File: config.mk
export PLATFORM = sky130hd
export DESIGN_NAME = logadd_unit
export DESIGN_NICKNAME = d
export VERILOG_FILES = /design/src/rtl/logadd_pkg.sv /design/src/rtl/logadd_alu.sv /design/src/rtl/logadd_corr_rom.sv /design/src/rtl/logadd_ctrl.sv /design/src/rtl/logadd_unit.sv
export SDC_FILE = /design/constraint.sdc
export NUM_CORES = 1
export LEC_CHECK = 0
export ABC_CLOCK_PERIOD_IN_PS = 6100
export BUFFER_PORTS_ARGS = -buffer_cell sky130_fd_sc_hd__clkbuf_2
export CAP_MARGIN = 10
export CORE_MARGIN = 2
export CORE_UTILIZATION = 60
export CTS_CLUSTER_SIZE = 8
export DETAILED_ROUTE_END_ITERATION = 12
export PLACE_DENSITY = 0.86
export SKIP_CTS_REPAIR_TIMING = 1
export SYNTH_ARGS = -nofsm -noshare
export SYNTH_HDL_FRONTEND = slang
export SYNTH_SLANG_ARGS = --single-unit
export TNS_END_PERCENT = 100
File: constraint.sdc
create_clock -name clk_i -period 6.1 [get_ports clk_i]
set_clock_uncertainty 0.15 [all_clocks]
set_input_delay 0 -clock clk_i [delete_from_list [all_inputs] [get_ports clk_i]]
set_output_delay 0 -clock clk_i [all_outputs]
set_load 0.02 [all_outputs]
File: src/rtl/logadd_pkg.sv
package logadd_pkg;
  typedef enum logic [2:0] {
    ST_IDLE   = 3'd0,
    ST_SUB    = 3'd1,
    ST_LOOKUP = 3'd2,
    ST_ADD    = 3'd3,
    ST_DONE   = 3'd4
  } lad_state_t;

  typedef enum logic {
    ALU_ADD = 1'b0,
    ALU_SUB = 1'b1
  } lad_alu_op_t;
endpackage

File: src/rtl/logadd_alu.sv
module logadd_alu #(
  parameter int AW = 17
) (
  input  logic [AW-1:0]           opa_i,
  input  logic [AW-1:0]           opb_i,
  input  logadd_pkg::lad_alu_op_t op_i,
  output logic [AW-1:0]           res_o
);
  import logadd_pkg::*;

  logic [AW-1:0] opb_eff;
  logic          cin;

  always_comb begin
    opb_eff = (op_i == ALU_SUB) ? ~opb_i : opb_i;
    cin     = (op_i == ALU_SUB);
  end

  assign res_o = opa_i + opb_eff + {{(AW-1){1'b0}}, cin};
endmodule

File: src/rtl/logadd_corr_rom.sv
module logadd_corr_rom #(
  parameter int GW   = 11,
  parameter int IDXW = 5,
  parameter int CW   = 8
) (
  input  logic [GW-1:0] gap_hi_i,
  output logic [CW-1:0] corr_o
);
  localparam int FARW = GW - IDXW;

  logic            far;
  logic [IDXW-1:0] idx;

  assign idx = gap_hi_i[IDXW-1:0];

  generate
    if (FARW > 0) begin : g_far
      assign far = |gap_hi_i[GW-1:IDXW];
    end else begin : g_nofar
      assign far = 1'b0;
    end
  endgenerate

  function automatic logic [7:0] entry(input logic [IDXW-1:0] k);
    case (k)
      5'd0:  entry = 8'd177;
      5'd1:  entry = 8'd147;
      5'd2:  entry = 8'd121;
      5'd3:  entry = 8'd99;
      5'd4:  entry = 8'd80;
      5'd5:  entry = 8'd64;
      5'd6:  entry = 8'd52;
      5'd7:  entry = 8'd41;
      5'd8:  entry = 8'd32;
      5'd9:  entry = 8'd26;
      5'd10: entry = 8'd20;
      5'd11: entry = 8'd16;
      5'd12: entry = 8'd12;
      5'd13: entry = 8'd10;
      5'd14: entry = 8'd8;
      5'd15: entry = 8'd6;
      5'd16: entry = 8'd5;
      5'd17: entry = 8'd4;
      5'd18: entry = 8'd3;
      5'd19: entry = 8'd2;
      5'd20: entry = 8'd2;
      5'd21: entry = 8'd1;
      5'd22: entry = 8'd1;
      5'd23: entry = 8'd1;
      5'd24: entry = 8'd1;
      default: entry = 8'd0;
    endcase
  endfunction

  always_comb begin
    corr_o = far ? '0 : CW'(entry(idx));
  end
endmodule

File: src/rtl/logadd_ctrl.sv
module logadd_ctrl (
  input  logic                     clk_i,
  input  logic                     rst_ni,
  input  logic                     start_i,
  output logadd_pkg::lad_state_t   state_o,
  output logic                     busy_o,
  output logic                     done_o,
  output logic                     ld_ops_o,
  output logic                     ld_gap_o,
  output logic                     ld_corr_o,
  output logic                     ld_res_o,
  output logadd_pkg::lad_alu_op_t  alu_op_o
);
  import logadd_pkg::*;

  lad_state_t state_q, state_d;

  always_comb begin
    state_d = state_q;
    case (state_q)
      ST_IDLE:   if (start_i) state_d = ST_SUB;
      ST_SUB:    state_d = ST_LOOKUP;
      ST_LOOKUP: state_d = ST_ADD;
      ST_ADD:    state_d = ST_DONE;
      ST_DONE:   state_d = ST_IDLE;
      default:   state_d = ST_IDLE;
    endcase
  end

  always_ff @(posedge clk_i or negedge rst_ni) begin
    if (!rst_ni) state_q <= ST_IDLE;
    else         state_q <= state_d;
  end

  always_comb begin
    ld_ops_o  = (state_q == ST_IDLE) && start_i;
    ld_gap_o  = (state_q == ST_SUB);
    ld_corr_o = (state_q == ST_LOOKUP);
    ld_res_o  = (state_q == ST_ADD);
    alu_op_o  = (state_q == ST_SUB) ? ALU_SUB : ALU_ADD;
    busy_o    = (state_q != ST_IDLE);
    done_o    = (state_q == ST_DONE);
    state_o   = state_q;
  end

  assert_done_one_cycle_R2: assert property (@(posedge clk_i) disable iff (!rst_ni)
    done_o |=> !done_o);
  assert_accept_start_R2: assert property (@(posedge clk_i) disable iff (!rst_ni)
    (state_q == ST_IDLE && start_i) |=> (state_q == ST_SUB));
  assert_ignore_busy_start_R7: assert property (@(posedge clk_i) disable iff (!rst_ni)
    busy_o |=> (state_q != ST_SUB));
endmodule

File: src/rtl/logadd_unit.sv
module logadd_unit #(
  parameter int W    = 16,
  parameter int FRAC = 8,
  parameter int IDXW = 5,
  parameter int CW   = 8
) (
  input  logic         clk_i,
  input  logic         rst_ni,
  input  logic         start_i,
  input  logic [W-1:0] log_a_i,
  input  logic [W-1:0] log_b_i,
  output logic         busy_o,
  output logic         done_o,
  output logic [W-1:0] result_o
);
  import logadd_pkg::*;

  localparam int AW     = W + 1;
  localparam int SHIFT  = FRAC - 2;
  localparam int GW     = AW - SHIFT;
  localparam int SPAN   = 1 << (SHIFT + IDXW);
  localparam logic [W-1:0] POS_MAX = {1'b0, {(W-1){1'b1}}};

  logic [1:0] rst_sync_q;
  logic       rst_n;

  always_ff @(posedge clk_i or negedge rst_ni) begin
    if (!rst_ni) rst_sync_q <= 2'b00;
    else         rst_sync_q <= {rst_sync_q[0], 1'b1};
  end
  assign rst_n = rst_sync_q[1];

  lad_state_t  state;
  lad_alu_op_t alu_op;
  logic        ld_ops, ld_gap, ld_corr, ld_res;

  logadd_ctrl u_ctrl (
    .clk_i    (clk_i),
    .rst_ni   (rst_n),
    .start_i  (start_i),
    .state_o  (state),
    .busy_o   (busy_o),
    .done_o   (done_o),
    .ld_ops_o (ld_ops),
    .ld_gap_o (ld_gap),
    .ld_corr_o(ld_corr),
    .ld_res_o (ld_res),
    .alu_op_o (alu_op)
  );

  logic [W-1:0]  base_q, other_q, result_q;
  logic [AW-1:0] gap_q;
  logic [CW-1:0] corr_q;
  logic          a_ge_b;
  logic [W-1:0]  base_d, other_d;

  always_comb begin
    a_ge_b  = ($signed(log_a_i) >= $signed(log_b_i));
    base_d  = a_ge_b ? log_a_i : log_b_i;
    other_d = a_ge_b ? log_b_i : log_a_i;
  end

  logic [AW-1:0] alu_a, alu_b, alu_res;

  always_comb begin
    alu_a = {base_q[W-1], base_q};
    if (alu_op == ALU_SUB) alu_b = {other_q[W-1], other_q};
    else                   alu_b = {{(AW-CW){1'b0}}, corr_q};
  end

  logadd_alu #(.AW(AW)) u_alu (
    .opa_i(alu_a),
    .opb_i(alu_b),
    .op_i (alu_op),
    .res_o(alu_res)
  );

  logic [CW-1:0] corr_d;

  logadd_corr_rom #(.GW(GW), .IDXW(IDXW), .CW(CW)) u_rom (
    .gap_hi_i(gap_q[AW-1:SHIFT]),
    .corr_o  (corr_d)
  );

  logic          ovf;
  logic [W-1:0]  sum_sat;

  always_comb begin
    ovf     = !alu_res[AW-1] && alu_res[W-1];
    sum_sat = ovf ? POS_MAX : alu_res[W-1:0];
  end

  always_ff @(posedge clk_i or negedge rst_n) begin
    if (!rst_n) begin
      base_q  <= '0;
      other_q <= '0;
    end else if (ld_ops) begin
      base_q  <= base_d;
      other_q <= other_d;
    end
  end

  always_ff @(posedge clk_i or negedge rst_n) begin
    if (!rst_n)      gap_q <= '0;
    else if (ld_gap) gap_q <= alu_res;
  end

  always_ff @(posedge clk_i or negedge rst_n) begin
    if (!rst_n)       corr_q <= '0;
    else if (ld_corr) corr_q <= corr_d;
  end

  always_ff @(posedge clk_i or negedge rst_n) begin
    if (!rst_n)      result_q <= '0;
    else if (ld_res) result_q <= sum_sat;
  end

  assign result_o = result_q;

  assert_not_below_base_R3: assert property (@(posedge clk_i) disable iff (!rst_n)
    done_o |-> ($signed(result_q) >= $signed(base_q)));
  assert_no_overflow_R6: assert property (@(posedge clk_i) disable iff (!rst_n)
    (done_o && !base_q[W-1]) |-> !result_q[W-1]);
  assert_far_gap_zero_R4: assert property (@(posedge clk_i) disable iff (!rst_n)
    (state == ST_LOOKUP && gap_q >= AW'(SPAN)) |=> (corr_q == '0));
  assert_hold_idle_R8: assert property (@(posedge clk_i) disable iff (!rst_n)
    (!busy_o && !start_i) |=> $stable(result_o));
endmodule

### Word level (Yosys, flattened, before mapping)

Memory sizes are Yosys's and may differ from the RTL's.
Cells that the tools add are included.

* register bits after elaboration: 78
* memory bits (read-only): 256
* output and inout bits: 18
* logic and storage cells: 32
* memories: 1

Memories
* (no name shown): words 32, bits a word 8, rd ports 1, clocked after memory_dff 0, wr ports 0, line logadd_corr_rom.sv:25 `case (k)`

* $add $sub $neg: 2
* magnitude comparators: 1
* equality and inequality tests: 5
* muxes and demuxes: 9
* bitwise gates (word level): 1
* reduce and logical (&&, ||, !) cells: 6

Operators with widths (count)
* two-way mux 16 bit: 3
* two-way mux 17 bit: 2
* adder 17 x 1 -> 17 bit: 1
* adder 17 bit: 1
* NOT 17 bit: 1
* greater-or-equal comparator 16 bit: 1
* one-hot mux 3 bit (4 select lines): 1
* two-way mux 8 bit: 1
* equality test 3 x 2 -> 1 bit, second input constant: 2
* OR reduction 6 bit: 1
* equality test 3 x 1 -> 1 bit, second input constant: 1
* equality test 3 bit, second input constant: 1
* zero test 3 bit: 1
* two-way mux 3 bit: 1
* nonzero test 3 bit: 1
* logical AND 1 bit: 2
* != test 2 bit, second input constant: 1
* zero test 1 bit: 1
* two-way mux 1 bit: 1

### Logic depth before layout (Yosys ltp)

Gate-level depths: netlist of run 1.

* depth after elaboration: 10
* mapped depth: 15
* mapped depth without buffers: 12

### By module

A second synthesis of run 1 with hierarchy kept.

* cell total of the unflattened synthesis: 446
* area, all modules: 4870.9 µm²

By module, submodules not included
* logadd_unit: times used 1, cells each 267, area an instance 3387.0 µm², sequential area each 1726.7 µm²
* logadd_alu: times used 1, cells each 113, area an instance 925.9 µm², sequential area each 0.0 µm²
* logadd_corr_rom: times used 1, cells each 49, area an instance 385.4 µm², sequential area each 0.0 µm²
* logadd_ctrl: times used 1, cells each 17, area an instance 172.7 µm², sequential area each 75.1 µm²

### Worst setup path before layout of run 1

OpenSTA, ideal clock, no wires.

* path type: reg2reg
* start point: register u_ctrl.state_q[1], in the netlist u_ctrl.state_o[1]
* end point: register result_q[14], in the netlist result_o[14]
* library setup time: 0.126 ns
* data arrival time: 3.003 ns
* data required time: 5.824 ns
* setup slack: 2.821 ns
* cell stages (with the launch flop): 15
* clock period less this slack: 3.279 ns
* cell sequence: dfrtp_1 or3b_1 buf_6 clkbuf_1 nor2_1 ha_1 buf_6 a21o_1 a31o_1 nor4_1 a2111oi_4 and3_4 a21oi_4 buf_6 a21oi_2

* longest elaborated chain between the ends: 10

RTL lines
* start, declared: line logadd_ctrl.sv:16 `lad_state_t state_q, state_d;`
* start signal, assigned: line logadd_ctrl.sv:32 `else state_q <= state_d;`
* equality test 3 x 1 -> 1 bit: line logadd_ctrl.sv:40 `alu_op_o = (state_q == ST_SUB) ? ALU_SUB : ALU_ADD;`
* two-way mux 1 bit: line logadd_ctrl.sv:40
* two-way mux 17 bit: line logadd_unit.sv:67 `if (alu_op == ALU_SUB) alu_b = {other_q[W-1], other_q};`
* NOT 17 bit: line logadd_alu.sv:15 `opb_eff = (op_i == ALU_SUB) ? ~opb_i : opb_i;`
* two-way mux 17 bit: line logadd_alu.sv:15
* adder 17 bit: line logadd_alu.sv:19 `assign res_o = opa_i + opb_eff + {{(AW-1){1'b0}}, cin};`
* adder 17 x 1 -> 17 bit: line logadd_alu.sv:19
* zero test 1 bit: line logadd_unit.sv:89 `ovf = !alu_res[AW-1] && alu_res[W-1];`
* logical AND 1 bit: line logadd_unit.sv:89
* two-way mux 16 bit: line logadd_unit.sv:90 `sum_sat = ovf ? POS_MAX : alu_res[W-1:0];`
* end signal, assigned: line logadd_unit.sv:115 `else if (ld_res) result_q <= sum_sat;`
* end, declared: line logadd_unit.sv:51 `logic [W-1:0] base_q, other_q, result_q;`

Several ways; a longest one is shown, not always the timed one.
A chain may end at the register's enable or synchronous reset.

### Worst setup path after layout of run 1

* start point: register u_ctrl.state_q[1], in the netlist u_ctrl.state_o[1]
* end point: register result_q[9], in the netlist result_o[9]

Same word-level chain as after synthesis.

==> metrics.txt, run 1 <==
status finished, final reports clean; via-per-instance ratio 5.880; power density of the placed cells 524.0 mW/mm^2; min cycle time layout 4098 ps; syn avg cell area 9.066 sq um; Nets 677; Area Overhead vs Synth 20.80%; Power, Total 2.944 mW; crit end category register; worst vdd ir 0.2289 mV; Async SR Flop Fraction 100.0%; GRT Total Usage 25.67%; drt drc 0; GPL Wtd Cong 0.8668; Post-Synthesis Cells 513; worst min path class reg2reg; synthesized area 0.004651 sq mm; H-tree depth 3; Critical Path AT 4190 ps; Mapped Nets 587; clock tree from TritonCTS yes; CP required 6190 ps; post-route insts no fill 710; CTS root buf clkbuf_8; row cnt 32; initial antenna violation count 0; Hold Crit Depth 0; FF+latch count, synth 72; Placed Cells 643; RSZ-0062 raised after global routing false; fin crit share 67.18%; setup TNS 0 ps; Startpoint Class register; largest net degree at the start of global routing 71; DRT Pass-1 Iters 5; core region area 0.007607 sq mm; DR WL/cell 17.36 microns; LEAKAGE 2.645 nW; setup violators final 0; YS warnings 0; Fin. Hold Viols 0; Max Cap Viol 0; pre-CTS setup slack 2054 ps; Pins Over Slew Limit 0; EDFF count, synth 0; sequential standard cell area 0.001803 sq mm; DIE WIDTH 92.04 microns; worst slew pin tran 986.1 ps; Initial DRC Count 308; clk sinks 72; most common cell after layout, fill and taps aside dfrtp_1; final core utilization 73.85%; HPWL after DPL 7.782 mm; drt total wl 12.33 mm; die area 0.008471 sq mm; Die Ht 92.04 microns; Multi-input gate area 0.002603 sq mm; IO Pins 53; top_reg_cell synth dfrtp_1; vias in the first global route 3704; R2R depth 11; Worst-Skew Late Latency 350 ps; Fillers 501; fin worst setup slack 2002 ps; most frequent cells in the layout dfrtp_1 (71), nor2_1 (64), a21oi_1 (59); Synth cell types 57; Worst Path Max Fanout 31; CTS Buf Count 9; Initial Util 61.13%; GRT overflow 0; share of post-route cells with drive strength above 1 14.47%; CP Class reg2reg; diode count 0; clk slew on worst S/H paths 70 ps; first-pass GRT wire length 17.33 mm; vias after detailed routing 4175; post-synth top area share 38.74%; largest cells by area after synthesis dfrtp_1 (39%), ha_1 (10%), mux2i_1 (7.1%); Peak Freq 244.0 MHz; Antenna Nets Post-Route 0; Worst slew margin 34.26%; I/O Buffers 52; maximum root-to-sink buffer count 2; register area share after synthesis 38.74%; largest area contributor in the netlist dfrtp_1
## cell usage after synthesis, types with 2 or more instances
master,number
nor2_1,65
nand2_1,46
nand2b_1,2
nand4_1,7
nor2b_1,6
a22o_1,4
o21ai_0,26
dfrtp_1,72
inv_1,27
a21oi_1,59
xnor2_1,9
o31ai_1,6
xor2_1,6
nor4_1,3
mux2i_1,33
a21o_1,4
clkbuf_1,18
o211ai_1,9
a21oi_2,10
o21a_1,5
nand3_1,9
ha_1,38
a31oi_1,4
and3_1,3
or3_1,2
buf_6,6
nor3_1,3
o221ai_1,2
## stage by stage
stage          cell area, sq um  hold WS (ps)
3_3_place_gp               4917        -363.4
5_1_grt                    5618         214.8
4_1_cts                    5107        -734.2
2_1_floorplan              4651        -445.6
6_report                   5618         207.4
3_5_place_dp               4917        -362.2
## cell type report
class                   count  area share [%]
inverters                  27           1.804
clock buffers              12           2.584
flip-flops and latches     72           32.09
clock inverters             4          0.8018
repair buffers            106           14.12
multi-input cells         387           46.33
well taps                 102           2.272
## layer usage
layer / up-vias / global-route usage, % / share of wire [%]
met5: - / 0 / 0
met4: 0 / 9.080 / 2.7
met3: 24 / 3.040 / 4.2
met2: 148 / 41.85 / 50
met1: 2022 / 35.63 / 43
li1: 1981 / - / -
## flip-flops by register name, indices dropped and copies added, names as in the netlist
name / flops
base_q: 16
other_q: 16
result_o: 16
gap_q: 11
corr_q: 8
u_ctrl.state_o: 3
rst_sync_q: 2
## path summary, 6_finish.rpt
check	from	end	slack [ps]
setup reg to reg	u_ctrl.state_o[1]	result_o[9]	2000
setup / recovery	u_ctrl.state_o[1]	result_o[9]	2000
max in group asynchronous	rst_sync_q[1]	gap_q[15]	4940
hold / removal	rst_sync_q[0]	rst_sync_q[1]	210
min in group asynchronous	rst_sync_q[1]	other_q[1]	310
hold reg to reg	rst_sync_q[0]	rst_sync_q[1]	210
## critical path: stages (launching register included)
cell	delay, ps
dfrtp_1	460
or3b_1	790
o21ai_0	430
inv_1	100
fa_1	420
nand2b_1	190
a211o_1	280
a21oi_1	170
o31ai_1	100
a31oi_1	470
nand3_1	270
o211ai_1	170
## cells by family (layout without fill, tap and decap cells)
group,count (synthesis),after routing,synth area share [%]
mux,34,34,7.345
simple gates,151,151,14.37
xor+xnor,15,15,2.825
fa+ha+maj,39,39,10.65
flops,72,72,38.74
other cells,1,1,0.08063
compound gates,147,147,20.53
buf+inv,54,149,5.461
## where the power goes
part           leakage (nW)  switching [mW]  internal (mW)  total, mW
registers             0.836           0.190          0.693      0.883
logic                  1.71            1.04          0.654       1.69
clock network         0.100           0.170          0.198      0.368
Power figures use the tool's default switching activity.
==> run 2: changes to the inputs <==
- ABC_CLOCK_PERIOD_IN_PS: 6100 -> 3740
- CORE_UTILIZATION: 60 -> 53
- PLACE_DENSITY: 0.86 -> 0.8
- clock period: 6.1 -> 3.74 ns (I/O delays scaled with it)
==> run 2 against run 1 <==
Total power grew 67%. Hold slack lost 3.8 ps. Utilization shrank 8.0 points. Critical path type is now in2reg. Flip-flop and latch count is the same. Cell area grew 0.71%. Critical endpoint is now other_q[0]. Sequential share of layout area shrank 0.23 points. Cell count grew 0.28%. Count of clock-buffer cells in the layout shrank 1. Clock power grew 100%.
==> metrics.txt, run 2 (synthesis results as in run 1) <==
hold slack 203.5 ps (-3.848 ps); die area 0.009540 sq mm (+13%); crit end category register; largest net degree at the start of global routing 66 (-7.0%); Buf/Inv on CP 4 (+3); via-per-instance ratio 5.662 (-3.7%); Antenna Nets Post-Route 0 (unchanged); Nets 673 (-0.59%); HPWL after DPL 7.573 mm (-2.7%); crit-path leading delay family buffers and inverters; Critical Path AT 3670 ps (-520 ps); maximum root-to-sink buffer count 2 (unchanged); H-tree depth 3 (unchanged); crit-path cells dlygate4sd3_1 > clkbuf_2 > inv_1 > ha_1 > nor2b_1 > o211ai_1 > a2111oi_0 > nor4_1 > mux2_2 > mux2i_1 > dlygate4sd3_1 > a21oi_1; setup violators final 0 (unchanged); IO Pins 53 (unchanged); Final Cell Area 0.005658 sq mm (+0.71%); Worst Path Max Fanout 33 (+6.5%); share of post-route cells with drive strength above 1 15.56% (+1.1 points); CTS Buf Count 9 (unchanged); min cycle time layout 3623 ps; GPL Wtd Cong 0.8805 (+1.6%); power density of the placed cells 871.2 mW/mm^2 (+66%); Power, Total 4.929 mW (+67%); CP Class in2reg; Pins Over Slew Limit 0 (unchanged); clk slew on worst S/H paths 70 ps (about the same); CP required 3790 ps (-2400 ps); Startpoint Class primary input; slowest stage delay, CP 880 ps (+90 ps); I/O Buffers 52 (unchanged); worst min path class reg2reg; row cnt 34 (+6.3%); slowest cell on the critical path mux2_2; cell mode on critical path dlygate4sd3_1; Peak Freq 276.0 MHz; fin crit share 96.87%; Die Ht 97.68 microns (+6.1%); Area Overhead vs Synth 21.66%; Post-DP Area 0.004932 sq mm (+0.31%); drt drc 0 (unchanged); Fillers 680 (+36%); CTS root buf clkbuf_8; DR WL/cell 16.13 microns (-7.1%); GRT overflow 0 (unchanged); worst slew pin tran 998.4 ps (+12.28 ps); diode count 0 (unchanged); DIE WIDTH 97.68 microns (+6.1%); LEAKAGE 2.659 nW (+0.53%); Worst-Skew Late Latency 350 ps (about the same); drt total wl 11.48 mm (-6.8%); vias after detailed routing 4031 (-3.4%); Initial Util 54.12% (-7.0 points); DRT Pass-1 Iters 4 (-1); GRT Total Usage 22.06% (-3.6 points); final core utilization 65.84% (-8.0 points); vias in the first global route 3642 (-1.7%); Initial DRC Count 217 (-30%); Max Cap Viol 0 (unchanged); clk sinks 72 (unchanged); status finished, final reports clean; most common cell after layout, fill and taps aside dfrtp_1; core region area 0.008593 sq mm (+13%); first-pass GRT wire length 17.08 mm (-1.4%); Worst slew margin 33.44% (-0.82 points); Fin. Hold Viols 0 (unchanged); initial antenna violation count 0 (unchanged); most frequent cells in the layout dfrtp_1 (71), nor2_1 (64), a21oi_1 (59); clock tree from TritonCTS yes; worst vdd ir 0.3628 mV (+59%); R2R Setup Slk 230 ps (-1770 ps)
==> run 2: changes by cell type in the layout (fill, tap and decap cells not counted) <==
cell	previous run	this run
bufinv_16	1	3
nor4_1	3	2
clkinv_4	0	1
clkinv_2	3	1
dlygate4sd3_1	51	44
a31oi_1	4	3
nor4_2	0	1
buf_4	3	5
a31oi_2	0	1
buf_12	0	1
clkbuf_1	2	1
==> run 2: through the flow <==
step / TNS [ps] / std cells / setup slack (ps)
final: 0 / 712 / 117.0
after global routing: -235.0 / 712 / -65.86
after CTS: 0 / 666 / 36.97
after detailed placement: 0 / 650 / 51.57
after global placement: 0 / 650 / 173.7
after floorplan: 0 / 513 / 460.9
==> run 2: final timing paths <==
kind,startpoint,depth (start not counted),end
worst max-delay path,log_b_i[1],12,other_q[0]
max in group asynchronous,rst_sync_q[1],1,other_q[10]
worst min register to register,rst_sync_q[0],0,rst_sync_q[1]
worst min-delay path,rst_sync_q[0],0,rst_sync_q[1]
worst max register to register,u_ctrl.state_o[2],12,result_o[7]
min in group asynchronous,rst_sync_q[1],0,other_q[1]
==> run 2: area by class of cell <==
cell class / instances / area (sq um) / area share (%)
Multi-Input combinational cell: 387 / 2615 / 46.22
Timing Repair Buffer: 102 / 758.2 / 13.40
Clock buffer: 11 / 141.4 / 2.499
Tap cell: 108 / 135.1 / 2.388
Clock inverter: 5 / 103.9 / 1.835
Inverter: 27 / 101.3 / 1.791
Sequential cell: 72 / 1803 / 31.87
==> run 2: routing by layer <==
| layer | track usage (%) | wire, microns |
|---|---|---|
| met1 | 30.69 | 5179 |
| met2 | 34.43 | 5576 |
| met3 | 3.237 | 493 |
| met4 | 9.722 | 234 |
| met5 | 0 | 0 |
==> run 2: power by group <==
part | switching (mW) | total (mW) | internal (mW)
Combinational | 1.66 | 2.76 | 1.10
Sequential | 0.293 | 1.42 | 1.13
Clock | 0.284 | 0.745 | 0.461
Total | 2.24 | 4.93 | 2.69
